`src/rtl/ring_valid_pkg.sv`:
```
package ring_valid_pkg;

  // Modular step of a slot index; slot count need not be a power of two.
  function automatic int unsigned slot_step(input int unsigned idx, input int unsigned slots);
    return (idx + 1 >= slots) ? 0 : idx + 1;
  endfunction

endpackage

```
`src/rtl/ring_ptr_ctrl.sv`:
```
module ring_ptr_ctrl #(
  parameter int unsigned SLOTS = 8,
  localparam int unsigned PTR_W = $clog2(SLOTS)
) (
  input  logic             clk,
  input  logic             rst,
  input  logic             alloc,
  input  logic             retire,
  output logic [PTR_W-1:0] head,
  output logic [PTR_W-1:0] tail,
  output logic             empty,
  output logic             full,
  output logic             take_alloc,
  output logic             take_retire
);
  import ring_valid_pkg::*;

  logic [PTR_W-1:0] head_q, tail_q, head_inc, tail_inc;
  logic             empty_q;

  assign head_inc = PTR_W'(slot_step(int'(head_q), SLOTS));
  assign tail_inc = PTR_W'(slot_step(int'(tail_q), SLOTS));

  assign full        = !empty_q && (tail_inc == head_q);
  assign take_alloc  = alloc && !full;
  assign take_retire = retire && !empty_q;

  always_ff @(posedge clk) begin
    if (rst) begin
      head_q  <= '0;
      tail_q  <= '0;
      empty_q <= 1'b1;
    end else if (take_alloc && empty_q) begin
      empty_q <= 1'b0;
    end else begin
      if (take_alloc) tail_q <= tail_inc;
      if (take_retire) begin
        if (!take_alloc && head_q == tail_q) empty_q <= 1'b1;
        else                                 head_q  <= head_inc;
      end
    end
  end

  assign head  = head_q;
  assign tail  = tail_q;
  assign empty = empty_q;
endmodule

```
`src/rtl/ring_mask_gen.sv`:
```
module ring_mask_gen #(
  parameter int unsigned SLOTS = 8,
  localparam int unsigned PTR_W = $clog2(SLOTS)
) (
  input  logic [PTR_W-1:0] head,
  input  logic [PTR_W-1:0] tail,
  input  logic             empty,
  output logic [SLOTS-1:0] mask,
  output logic             wrapped
);
  logic [SLOTS-1:0] upto_tail, from_head;

  for (genvar i = 0; i < SLOTS; i++) begin : g_slot
    assign upto_tail[i] = (i <= int'(tail));
    assign from_head[i] = (i >= int'(head));
  end

  assign wrapped = tail < head;

  always_comb begin
    if (empty)        mask = '0;
    else if (wrapped) mask = upto_tail | from_head;
    else              mask = upto_tail & from_head;
  end
endmodule

```
`src/rtl/ring_valid_tracker.sv`:
```
module ring_valid_tracker #(
  parameter int unsigned SLOTS = 8,
  localparam int unsigned PTR_W = $clog2(SLOTS)
) (
  input  logic             clk,
  input  logic             rst,
  input  logic             alloc_i,
  input  logic             retire_i,
  output logic [PTR_W-1:0] head_o,
  output logic [PTR_W-1:0] tail_o,
  output logic             empty_o,
  output logic             full_o,
  output logic [SLOTS-1:0] mask_o
);
  logic take_alloc, take_retire, range_wrapped;

  ring_ptr_ctrl #(.SLOTS(SLOTS)) u_ctrl (
    .clk        (clk),
    .rst        (rst),
    .alloc      (alloc_i),
    .retire     (retire_i),
    .head       (head_o),
    .tail       (tail_o),
    .empty      (empty_o),
    .full       (full_o),
    .take_alloc (take_alloc),
    .take_retire(take_retire)
  );

  ring_mask_gen #(.SLOTS(SLOTS)) u_mask (
    .head   (head_o),
    .tail   (tail_o),
    .empty  (empty_o),
    .mask   (mask_o),
    .wrapped(range_wrapped)
  );
endmodule

```
`config.mk`:
```
export PLATFORM = sky130hd
export DESIGN_NAME = ring_valid_tracker
export DESIGN_NICKNAME = d
export VERILOG_FILES = /design/src/rtl/ring_valid_pkg.sv /design/src/rtl/ring_ptr_ctrl.sv /design/src/rtl/ring_mask_gen.sv /design/src/rtl/ring_valid_tracker.sv
export SDC_FILE = /design/constraint.sdc
export NUM_CORES = 1
export LEC_CHECK = 0
export BUFFER_PORTS_ARGS = -buffer_cell sky130_fd_sc_hd__buf_2
export CORE_MARGIN = 2
export CORE_UTILIZATION = 57
export DETAILED_ROUTE_END_ITERATION = 16
export PLACE_DENSITY_LB_ADDON = 0.1
export SLEW_MARGIN = 5
export SYNTH_ARGS = -nofsm -noshare
export SYNTH_HDL_FRONTEND = slang
export SYNTH_SLANG_ARGS = --single-unit
```
`constraint.sdc`:
```
create_clock -name clk -period 4.7 [get_ports clk]
set_input_delay 0.47 -clock clk [delete_from_list [all_inputs] [get_ports clk]]
set_output_delay 0.47 -clock clk [all_outputs]
set_load 0.005 [all_outputs]
```
==> run metrics <==
WP buf/inv 2; layout cell share with drive strength beyond 1 27.6%; main area contributors after synthesis dfxtp_1, ha_1, a21oi_1; dpl hpwl 1430 um; global-route wire length before repair 3370 um; M3 GR Usage 2.55%; Largest delay share family, worst path compound AO/OA/AOI/OAI gates; crit path cell chain inv_1, ha_1, nor2b_1, o21ai_1, or4b_1, o21ai_0, buf_2; startpoint types flip-flop; Clock power frac 25.3%; First-pass DRT Iterations 4; initial antenna violation count 0; sequential cell fraction of total power 36.9%; Die W 43.1 um; largest net degree at the start of global routing 20; antenna-violating nets left 0; peak supply drop 0.000180 V; grt total ovfl 0; Net Sw Frac 35.5%; height of the die 43.1 um; met2 usage 36.7%; syn_nets 125; CTS root buffer clkbuf_4; sequential share of the synthesized area 16.1%; vias 849; Yosys reg bits 7; Residual DRC 0; Final min period 3140 ps; syn_area_per_cell 7.83 um2; Worst slew margin 51.6%; Post-Route Utilization 66.6%; Pleak 0.448 nW; final setup vio count 0; Worst Path Required 4230 ps; Ant. Diodes 0; register area 140 um2; die area 0.00185 mm2; fmax 318 MHz; vias in the first global route 795; Total GRT Usage 23.7%; final WL 1890 um; asr flop ratio synth 0%; RSZ-0062 raised after global routing no; TNS Setup 0 ps; setup bufs post-CTS 0; Synth area leader dfxtp_1; post_cts resized 0; status completed; routability cong. 0.822; mapped cell area 870 um2; Crit Path Category flip-flop to output pin; GRT busiest layer met2; Commonest cells post-synth ha_1, a21oi_1, nor2_1; Total Nets Final 142; CTS max path bufs 2; Core ar. 0.00147 mm2; Worst-path clk slew 50 ps; Crit. End Element output pin; H-Tree Depth 1; count of different cell masters after synthesis 48; WL per Instance 13.2 um; Final Hold Vio Count 0; Initial Util 59.1%; Num CTS Buffers 3; CTS tree yes; Crit-path slowest cell o21ai_1; met1 usage 30.8%; Port Buffer Count 19; Starting DRT DRC Count 10; I/O Pins 20; Synth warnings 0; multi-input combinational cell area 676 um2; maximum fanout along the worst path 13; Clock Skews 4.52 ps; Logic pwr share 37.8%; fill count 133; top-count cell post-synth ha_1; sinks on the clock net 7; Post-CTS Hold Fix Bufs 0; Internal Power 0.135 mW; share of the synthesized area in the top cell type 16.1%; EDFF count, synth 0; Gate Count Post-Synth 111; number of vias per cell 5.94; max-cap viol count 0; Worst EP arrival 2670 ps; Area Growth Syn to Fin 12.7%; number of placement rows 14; fin crit share 66.9%; clk_lat worst skew 250 ps; measured slew at the worst slew-check pin 721 ps; delay of the slowest critical-path stage 570 ps; Pwr Density 213 mW/mm2; Primary FF master, synth dfxtp_1; Net Sw Power 0.0741 mW; Hold Crit Class input pin to flip-flop; Max Slew Vio Count 0
cell type report:
| type | instances | area share, % |
|---|---|---|
| clock buffer | 4 | 2.68 |
| sequential | 7 | 14.3 |
| multi-input combinational | 91 | 69.0 |
| inverter | 6 | 2.30 |
| timing repair buffer | 19 | 9.71 |
| tap | 16 | 2.04 |
cell usage in the layout, fill, tap and decap left out, types with 2 or more instances in the layout:
cell type	n
a21o_1	2
a21oi_1	9
a22oi_1	2
a311o_1	2
buf_2	19
clkbuf_4	3
dfxtp_1	7
ha_1	10
inv_1	6
nand2_1	4
nand3_1	5
nor2_1	8
nor2b_1	6
o21ai_0	6
o21bai_1	2
o22ai_1	3
or2_2	2
or3_1	2
per-stage QoR:
| stage | hold slack, ps | setup slack [ps] | cell area (um2) | total power [mW] | instances |
|---|---|---|---|---|---|
| 2_1_floorplan | 561 | 2480 | 870 | 0.134 | 111 |
| 3_3_place_gp | 597 | 1950 | 953 | 0.154 | 139 |
| 3_5_place_dp | 619 | 1800 | 953 | 0.157 | 139 |
| 4_1_cts | 503 | 1530 | 980 | 0.210 | 143 |
| 5_1_grt | 520 | 1300 | 980 | 0.228 | 143 |
| 6_report | 511 | 1560 | 980 | 0.209 | 143 |
registers in the layout (all words and copies together), names as in the netlist:
signal,cells
u_ctrl.empty,1
u_ctrl.tail,3
u_ctrl.head,3
power groups by stage:
stage                     registers, mW  logic [mW]  clock network, mW
final                            0.0771      0.0790             0.0528
after global routing             0.0787      0.0899             0.0594
after CTS                        0.0770      0.0792             0.0542
after detailed placement         0.0784      0.0787                  0
after global placement           0.0777      0.0766                  0
after floorplan                  0.0717      0.0625                  0
kinds of logic after synthesis:
family,count (synthesis),share of synthesized area (%)
xor gates and xnor gates,2,2.01
AOI/OAI and AO/OA,37,30.9
and+or+nand+nor,42,30.4
buffers and inverters,13,6.19
adders and majority gates,10,14.4
DFF,7,16.1
worst paths after layout:
kind	start	to	slack, ps	cells after the start
min reg2reg	u_ctrl.head[1]$_SDFFE_PP0P_	u_ctrl.head[1]$_SDFFE_PP0P_	620	2
max reg2reg	u_ctrl.tail[0]$_SDFFE_PP0P_	u_ctrl.tail[0]$_SDFFE_PP0P_	2640	6
min	rst	u_ctrl.head[1]$_SDFFE_PP0P_	510	2
max	u_ctrl.head[1]$_SDFFE_PP0P_	mask_o[6]	1560	7
worst register-to-register path, cell delays in order (launching register included):
cell	delay, ps
dfxtp_1	500
inv_1	140
ha_1	340
xor2_1	180
nor2_1	310
o21ai_0	150
a311o_1	320
layer usage:
metal	up-vias	share of wire [%]	routed length, um
met4	0	3.3	62
met3	7	3.3	62
met2	22	47	886
li1	441	-	-
met1	379	47	880
met5	-	0	0
Note: power is estimated with default switching activity, not from simulation.
